<file path="config.mk">
export PLATFORM = sky130hd
export DESIGN_NAME = wakeup_sched
export DESIGN_NICKNAME = d
export VERILOG_FILES = /design/src/rtl/sched_pkg.sv /design/src/rtl/sched_station.sv /design/src/rtl/sched_exec_timer.sv /design/src/rtl/wakeup_sched.sv
export SDC_FILE = /design/constraint.sdc
export NUM_CORES = 1
export LEC_CHECK = 0
export ABC_CLOCK_PERIOD_IN_PS = 4050
export BUFFER_PORTS_ARGS = -buffer_cell sky130_fd_sc_hd__buf_4
export CAP_MARGIN = 15
export CORE_MARGIN = 2
export CORE_UTILIZATION = 49
export CTS_CLUSTER_DIAMETER = 200
export DETAILED_ROUTE_END_ITERATION = 6
export HOLD_SLACK_MARGIN = 0.1
export PLACE_DENSITY = 0.66
export REMOVE_ABC_BUFFERS = 1
export SYNTH_ARGS = -nofsm -noshare
export SYNTH_HDL_FRONTEND = slang
export SYNTH_HIERARCHICAL = 1
export SYNTH_SLANG_ARGS = --single-unit
export TNS_END_PERCENT = 30
</file>
<file path="constraint.sdc">
create_clock -name clk -period 4.05 [get_ports clk]
set_clock_uncertainty 0.05 [all_clocks]
set_input_delay 1.0125 -clock clk [delete_from_list [all_inputs] [get_ports clk]]
set_output_delay 1.0125 -clock clk [all_outputs]
set_load 0.01 [all_outputs]
</file>
<file path="src/rtl/sched_pkg.sv">
package sched_pkg;
   localparam int SEQ_W = 8;
   typedef logic [SEQ_W-1:0] seq_t;

   // a is older than b when (a - b) is negative modulo 2**SEQ_W
   function automatic logic seq_older(seq_t a, seq_t b);
      seq_t d;
      d = a - b;
      return d[SEQ_W-1];
   endfunction
endpackage

</file>
<file path="src/rtl/sched_station.sv">
module sched_station
   import sched_pkg::*;
#(
   parameter int ENTRIES = 4,
   parameter int TAG_W   = 6,
   parameter int NBC     = 2
) (
   input  logic                        clk,
   input  logic                        rst_n,
   input  logic                        flush,
   input  logic                        wr_en,
   input  logic [TAG_W-1:0]            wr_dst,
   input  logic [TAG_W-1:0]            wr_s1,
   input  logic                        wr_r1,
   input  logic [TAG_W-1:0]            wr_s2,
   input  logic                        wr_r2,
   input  seq_t                        wr_seq,
   input  logic [NBC-1:0]              bc_v,
   input  logic [NBC-1:0][TAG_W-1:0]   bc_tag,
   input  logic                        unit_free,
   output logic                        full,
   output logic                        iss_v,
   output logic [TAG_W-1:0]            iss_dst,
   output logic [TAG_W-1:0]            iss_s1,
   output logic [TAG_W-1:0]            iss_s2
);
   localparam int IDX_W = (ENTRIES > 1) ? $clog2(ENTRIES) : 1;

   if (ENTRIES < 1) begin : g_bad_depth
      $error("sched_station: ENTRIES must be at least 1");
   end

   logic [ENTRIES-1:0] valid_q, rdy1_q, rdy2_q, cand, grant;
   logic [TAG_W-1:0]   dst_q [ENTRIES];
   logic [TAG_W-1:0]   s1_q  [ENTRIES];
   logic [TAG_W-1:0]   s2_q  [ENTRIES];
   seq_t               seq_q [ENTRIES];
   logic [IDX_W-1:0]   alloc_idx;
   logic               alloc_go;

   function automatic logic tag_hit(logic [TAG_W-1:0] t, logic [NBC-1:0] bv,
                                    logic [NBC-1:0][TAG_W-1:0] bt);
      logic h;
      h = (t == '0);
      for (int k = 0; k < NBC; k++)
         if (bv[k] && bt[k] == t) h = 1'b1;
      return h;
   endfunction

   // first free slot
   always_comb begin
      logic found;
      found     = 1'b0;
      alloc_idx = '0;
      for (int i = 0; i < ENTRIES; i++) begin
         if (!valid_q[i] && !found) begin
            alloc_idx = IDX_W'(i);
            found     = 1'b1;
         end
      end
   end

   assign full     = &valid_q;
   assign alloc_go = wr_en && !full;
   assign cand     = valid_q & rdy1_q & rdy2_q;

   // oldest-ready select: an entry wins when no other candidate is older
   for (genvar i = 0; i < ENTRIES; i++) begin : g_age
      logic win;
      always_comb begin
         win = cand[i];
         for (int j = 0; j < ENTRIES; j++)
            if (j != i && cand[j] && seq_older(seq_q[j], seq_q[i])) win = 1'b0;
      end
      assign grant[i] = win;
   end

   assign iss_v = (|grant) && unit_free && !flush;

   always_comb begin
      iss_dst = '0;
      iss_s1  = '0;
      iss_s2  = '0;
      for (int i = 0; i < ENTRIES; i++) begin
         if (grant[i]) begin
            iss_dst = iss_dst | dst_q[i];
            iss_s1  = iss_s1  | s1_q[i];
            iss_s2  = iss_s2  | s2_q[i];
         end
      end
   end

   always_ff @(posedge clk or negedge rst_n) begin
      if (!rst_n) begin
         valid_q <= '0;
      end else if (flush) begin
         valid_q <= '0;
      end else begin
         for (int i = 0; i < ENTRIES; i++)
            if (grant[i] && iss_v) valid_q[i] <= 1'b0;
         if (alloc_go) valid_q[alloc_idx] <= 1'b1;
      end
   end

   always_ff @(posedge clk) begin
      for (int i = 0; i < ENTRIES; i++) begin
         rdy1_q[i] <= rdy1_q[i] | tag_hit(s1_q[i], bc_v, bc_tag);
         rdy2_q[i] <= rdy2_q[i] | tag_hit(s2_q[i], bc_v, bc_tag);
      end
      if (alloc_go) begin
         dst_q[alloc_idx]  <= wr_dst;
         s1_q[alloc_idx]   <= wr_s1;
         s2_q[alloc_idx]   <= wr_s2;
         seq_q[alloc_idx]  <= wr_seq;
         rdy1_q[alloc_idx] <= wr_r1 | tag_hit(wr_s1, bc_v, bc_tag);
         rdy2_q[alloc_idx] <= wr_r2 | tag_hit(wr_s2, bc_v, bc_tag);
      end
   end


   one_grant_chk: assert property (@(posedge clk) disable iff (!rst_n)
      $onehot0(grant));

   for (genvar i = 0; i < ENTRIES; i++) begin : g_sticky

      ready_sticky_chk: assert property (@(posedge clk) disable iff (!rst_n)
         (valid_q[i] && rdy1_q[i] && !flush) |=> (rdy1_q[i] || !valid_q[i]));
   end
endmodule

</file>
<file path="src/rtl/sched_exec_timer.sv">
module sched_exec_timer #(
   parameter int LAT   = 4,
   parameter int TAG_W = 6
) (
   input  logic             clk,
   input  logic             rst_n,
   input  logic             flush,
   input  logic             start,
   input  logic [TAG_W-1:0] start_tag,
   output logic             free,
   output logic             bc_v,
   output logic [TAG_W-1:0] bc_tag
);
   localparam int CW = $clog2(LAT + 1);

   if (LAT < 2) begin : g_bad_lat
      $error("sched_exec_timer: LAT must be at least 2 for early broadcast");
   end

   logic [CW-1:0] cnt_q;

   always_ff @(posedge clk or negedge rst_n) begin
      if (!rst_n)                cnt_q <= '0;
      else if (flush)            cnt_q <= '0;
      else if (start)            cnt_q <= CW'(LAT - 1);
      else if (cnt_q != '0)      cnt_q <= cnt_q - 1'b1;
   end

   always_ff @(posedge clk) begin
      if (start) bc_tag <= start_tag;
   end

   assign free = (cnt_q == '0);
   // broadcast in the last execute cycle, one cycle ahead of the result
   assign bc_v = (cnt_q == CW'(1)) && !flush;


   busy_after_start_chk: assert property (@(posedge clk) disable iff (!rst_n)
      start |=> !free);

   free_after_bc_chk: assert property (@(posedge clk) disable iff (!rst_n)
      bc_v |=> free);
endmodule

</file>
<file path="src/rtl/wakeup_sched.sv">
module wakeup_sched
   import sched_pkg::*;
#(
   parameter int TAG_W   = 6,
   parameter int ENTRIES = 4,
   parameter int ADD_LAT = 4,
   parameter int MUL_LAT = 6
) (
   input  logic             clk,
   input  logic             rst_n,
   input  logic             flush,
   input  logic             disp_valid,
   input  logic             disp_is_mul,
   input  logic [TAG_W-1:0] disp_dst,
   input  logic [TAG_W-1:0] disp_src1,
   input  logic             disp_src1_rdy,
   input  logic [TAG_W-1:0] disp_src2,
   input  logic             disp_src2_rdy,
   output logic             disp_ready,
   output logic             add_iss_valid,
   output logic [TAG_W-1:0] add_iss_dst,
   output logic [TAG_W-1:0] add_iss_src1,
   output logic [TAG_W-1:0] add_iss_src2,
   output logic             mul_iss_valid,
   output logic [TAG_W-1:0] mul_iss_dst,
   output logic [TAG_W-1:0] mul_iss_src1,
   output logic [TAG_W-1:0] mul_iss_src2,
   output logic             add_bc_valid,
   output logic [TAG_W-1:0] add_bc_tag,
   output logic             mul_bc_valid,
   output logic [TAG_W-1:0] mul_bc_tag
);
   localparam int NU = 2;

   if (4 * ENTRIES > (1 << SEQ_W)) begin : g_bad_seq
      $error("wakeup_sched: sequence field too narrow for station depth");
   end

   logic [NU-1:0]            full, iss_v, free, bc_v;
   logic [NU-1:0][TAG_W-1:0] bc_tag, iss_dst, iss_s1, iss_s2;
   seq_t                     seq_q;
   logic                     accept;

   assign disp_ready = disp_is_mul ? !full[1] : !full[0];
   assign accept     = disp_valid && !flush && disp_ready;

   always_ff @(posedge clk or negedge rst_n) begin
      if (!rst_n)      seq_q <= '0;
      else if (accept) seq_q <= seq_q + 1'b1;
   end

   for (genvar u = 0; u < NU; u++) begin : g_unit
      localparam int LAT = (u == 0) ? ADD_LAT : MUL_LAT;
      logic wr_en;
      assign wr_en = disp_valid && !flush && (disp_is_mul == 1'(u));

      sched_station #(.ENTRIES(ENTRIES), .TAG_W(TAG_W), .NBC(NU)) u_rs (
         .clk(clk), .rst_n(rst_n), .flush(flush),
         .wr_en(wr_en), .wr_dst(disp_dst),
         .wr_s1(disp_src1), .wr_r1(disp_src1_rdy),
         .wr_s2(disp_src2), .wr_r2(disp_src2_rdy),
         .wr_seq(seq_q), .bc_v(bc_v), .bc_tag(bc_tag),
         .unit_free(free[u]), .full(full[u]), .iss_v(iss_v[u]),
         .iss_dst(iss_dst[u]), .iss_s1(iss_s1[u]), .iss_s2(iss_s2[u])
      );

      sched_exec_timer #(.LAT(LAT), .TAG_W(TAG_W)) u_tmr (
         .clk(clk), .rst_n(rst_n), .flush(flush),
         .start(iss_v[u]), .start_tag(iss_dst[u]),
         .free(free[u]), .bc_v(bc_v[u]), .bc_tag(bc_tag[u])
      );
   end

   assign add_iss_valid = iss_v[0];
   assign add_iss_dst   = iss_dst[0];
   assign add_iss_src1  = iss_s1[0];
   assign add_iss_src2  = iss_s2[0];
   assign mul_iss_valid = iss_v[1];
   assign mul_iss_dst   = iss_dst[1];
   assign mul_iss_src1  = iss_s1[1];
   assign mul_iss_src2  = iss_s2[1];
   assign add_bc_valid  = bc_v[0];
   assign add_bc_tag    = bc_tag[0];
   assign mul_bc_valid  = bc_v[1];
   assign mul_bc_tag    = bc_tag[1];


   flush_cancel_chk: assert property (@(posedge clk) disable iff (!rst_n)
      flush |=> (!add_bc_valid && !mul_bc_valid && !add_iss_valid && !mul_iss_valid));
endmodule

</file>
==> results.json <==
{
  "grt-ovfl-total": 0,
  "power_switching_share_pct": 25.5,
  "yosys-top-cells-area": "edfxtp_1 (41%), ha_1 (12%), xnor2_1 (7.7%), xor2_1 (7.1%), dfrtp_1 (3.4%)",
  "portBuffers": 77,
  "period_share_pct": 106,
  "cp-end-kind": "output pin",
  "nets": 1718,
  "hpwl_mm": 32.8,
  "power.leakage_nw": 7.47,
  "fin_cells": 2005,
  "die_y_um": 185,
  "grt_use_total_pct": 27.3,
  "syn_to_final_growth_pct": 23.2,
  "boundaryPins": 78,
  "place_congestion": 0.973,
  "insertedDiodeCount": 0,
  "cts_sinks": 258,
  "hold_buffers": 0,
  "pre_cts_slack_ps": 220,
  "total_power_mw": 6.58,
  "synth_top_family_by_area": "XOR/XNOR gates",
  "drive_above_1_share_pct": 22.6,
  "finalWirelength_mm": 48.4,
  "crit_fanout": 7,
  "clkSlewWorstSetupHoldPaths_ps": 70,
  "p_comb_share_pct": 11.2,
  "synth_edf_count": 220,
  "power_density_nw_per_um2": 332,
  "seqPwrFrac_pct": 49.5,
  "wire_per_inst_um": 24.2,
  "clockRootBuffer": "clkbuf_16",
  "drtIter0Drc": 936,
  "start_util_pct": 49.6,
  "rows": 66,
  "cts_tree": "built",
  "antenna_left": 0,
  "setup_violations": 38,
  "violations": "negative setup slack",
  "switching_power_mw": 1.68,
  "avgSynthCellArea_um2": 11.6,
  "antenna_found_initial": 0,
  "postSynthCellCount": 1381,
  "synth-simple-area-share_pct": 11.8,
  "cts_max_path_buffers": 3,
  "yosysWarnings": 6,
  "ys_types": 49,
  "p_int_mw": 4.90,
  "htreeDepth": 1,
  "dp_cells": 1901,
  "multi_input_area_um2": 8930,
  "worst_ep_required_time_ps": 2990,
  "finalMaxSlewViolations": 0,
  "critPathLaunchType": "flop",
  "synth_mux_area_share_pct": 1.48,
  "grt_pass1_vias": 11900,
  "vias_per_cell": 6.04,
  "core-area_um2": 32500,
  "final_util_pct": 61.1,
  "relSlewSlack_pct": 29.2,
  "die_w_um": 185,
  "synth_seq_cells": 258,
  "ir_drop_mv": 0.333,
  "die-area_um2": 34300,
  "syn_area_um2": 16100,
  "synth_flop_cell": "edfxtp_1",
  "grt_first_pass_wirelength_mm": 70.5,
  "rsz0062_at_grt": "yes",
  "arrival_ps": 3220,
  "max_freq_mhz": 233,
  "finalWorstSetupSlack_ps": -236,
  "num_vias": 12100,
  "synth_compound_area_share_pct": 10.7,
  "grt_max_degree": 32,
  "synth_fa_ha_area_share_pct": 11.7,
  "yosys.area.top_type": "edfxtp_1",
  "clkPwrFrac_pct": 39.2,
  "ff_latch_area_um2": 7480,
  "worst_pin_slew_ps": 1050,
  "synthXorXnorAreaFrac_pct": 14.8,
  "yosysSeqAreaShare_pct": 46.5,
  "drcViolationCount": 0,
  "drv_cap": 0,
  "path_class": "reg -> out",
  "holdCritPathClass": "in -> async",
  "firstDrtPassIters": 5,
  "clkLatencyLatePin_ps": 570,
  "synth-async-reset-ratio_pct": 8.53,
  "n_fill_cell": 2550,
  "fin_crit_ps": 4290,
  "numCtsBuffers": 27,
  "hold_violations": 0,
  "synth_top_area_share_pct": 41.1,
  "status": "finished, violations left"
}
==> per-layer routing <==
metal	part of all wire [%]	global-route usage (%)
met5	0	0
met3	7.3	3.36
met2	48	46.4
met1	40	35.3
met4	4.3	11.5
==> worst paths after layout <==
path	startpoint	end	slack, ps	cells past startpoint
hold reg to reg	g_unit[0].u_rs/rdy1_q[2]	g_unit[0].u_rs/rdy1_q[2]	500	2
hold / removal	rst_n	g_unit[1].u_rs/valid_q[3]	290	1
min in group clk	g_unit[0].u_rs/rdy1_q[2]	g_unit[0].u_rs/rdy1_q[2]	500	2
setup reg to reg	g_unit[1].u_rs/seq_q[2][6]	g_unit[1].u_tmr/cnt_q[0]	760	13
max in group asynchronous	rst_n	seq_q[1]	3390	1
setup / recovery	g_unit[1].u_rs/seq_q[0][6]	mul_iss_dst[2]	-240	11
==> power by group through the flow <==
| stage | registers, mW | logic [mW] | clock network, mW |
|---|---|---|---|
| after floorplan | 3.22 | 0.417 | 0 |
| after CTS | 3.26 | 0.700 | 2.61 |
| final | 3.26 | 0.739 | 2.58 |
| after global placement | 3.31 | 0.664 | 0 |
| after detailed placement | 3.31 | 0.683 | 0 |
| after global routing | 3.28 | 0.808 | 2.71 |
==> cell usage after synthesis, drive strengths merged, types with 3 or more instances <==
library cell / instances
a22oi: 72
xor2: 130
nor2: 22
nand3b: 3
clkbuf: 10
buf: 42
dfxtp: 16
and4: 3
or4: 24
o221ai: 24
nor3: 16
a211oi: 35
nand4: 54
a21oi: 60
nand3: 11
ha: 151
nor4b: 7
mux2i: 21
a2111oi: 3
nand2: 81
o21bai: 24
dfrtp: 22
inv: 60
nor3b: 8
nor4: 50
xnor2: 141
and3: 9
edfxtp: 220
o21ai: 8
o41ai: 8
nand2b: 32
==> metrics by stage <==
| stage | area, um2 | hold WS [ps] | setup TNS (ps) |
|---|---|---|---|
| after floorplan | 15800 | 423 | -22380 |
| after global placement | 17500 | 462 | 0 |
| after detailed placement | 17500 | 466 | 0 |
| after CTS | 18800 | 292 | -5790 |
| after global routing | 19800 | 308 | -11500 |
| final | 19800 | 291 | -6500 |
==> area by class of cell <==
type | count | share of cell area, %
repair buffers | 184 | 8.57
well taps | 442 | 2.79
inverters | 60 | 1.14
flip-flops and latches | 258 | 37.7
clock inverters | 14 | 0.827
multi-input cells | 1011 | 45.1
clock buffers | 36 | 3.88
==> worst max-delay path, stage by stage (launching register included) <==
cell and delay [ps]:
edfxtp_1 550, ha_4 360, nand4_1 110, o21bai_4 200, o221ai_4 200, mux2i_1 120, nor4_2 350, bufbuf_16 350
buf_4 130, a22oi_1 50, nand2_1 110, buf_4 130
==> sequential cells by signal (all words and copies together), names as in the netlist <==
| name | flops |
|---|---|
| g_unit.u_rs/dst_q | 48 |
| g_unit.u_rs/seq_q | 64 |
| g_unit.u_rs/rdy1_q | 8 |
| g_unit.u_tmr/bc_tag | 12 |
| g_unit.u_rs/s1_q | 48 |
| seq_q | 8 |
| g_unit.u_rs/rdy2_q | 8 |
| g_unit.u_rs/s2_q | 48 |
| g_unit.u_tmr/cnt_q | 6 |
| g_unit.u_rs/valid_q | 8 |
==> kinds of logic after synthesis <==
logic type / after synthesis
and+or+nand+nor: 329
xor gates and xnor gates: 271
DFF: 258
AOI/OAI and AO/OA: 238
adders and majority gates: 151
buffers and inverters: 112
muxes: 22
==> cells in the final DEF, fill, tap and decap left out, types with 44 or more instances in the layout <==
cell	count
a21oi_1	57
a22oi_1	55
buf_4	151
edfxtp_1	220
ha_1	131
inv_1	51
nand2_1	74
nand4_1	54
nor4_1	44
xnor2_1	141
xor2_1	129
==> what timing repair did <==
item	in CTS	in global routing
pin swaps	16	40
resized for setup	35	103
gates cloned	1	5
setup buffers	11	37
setup endpoints to repair	38	38
(Power assumes the default switching activity.)
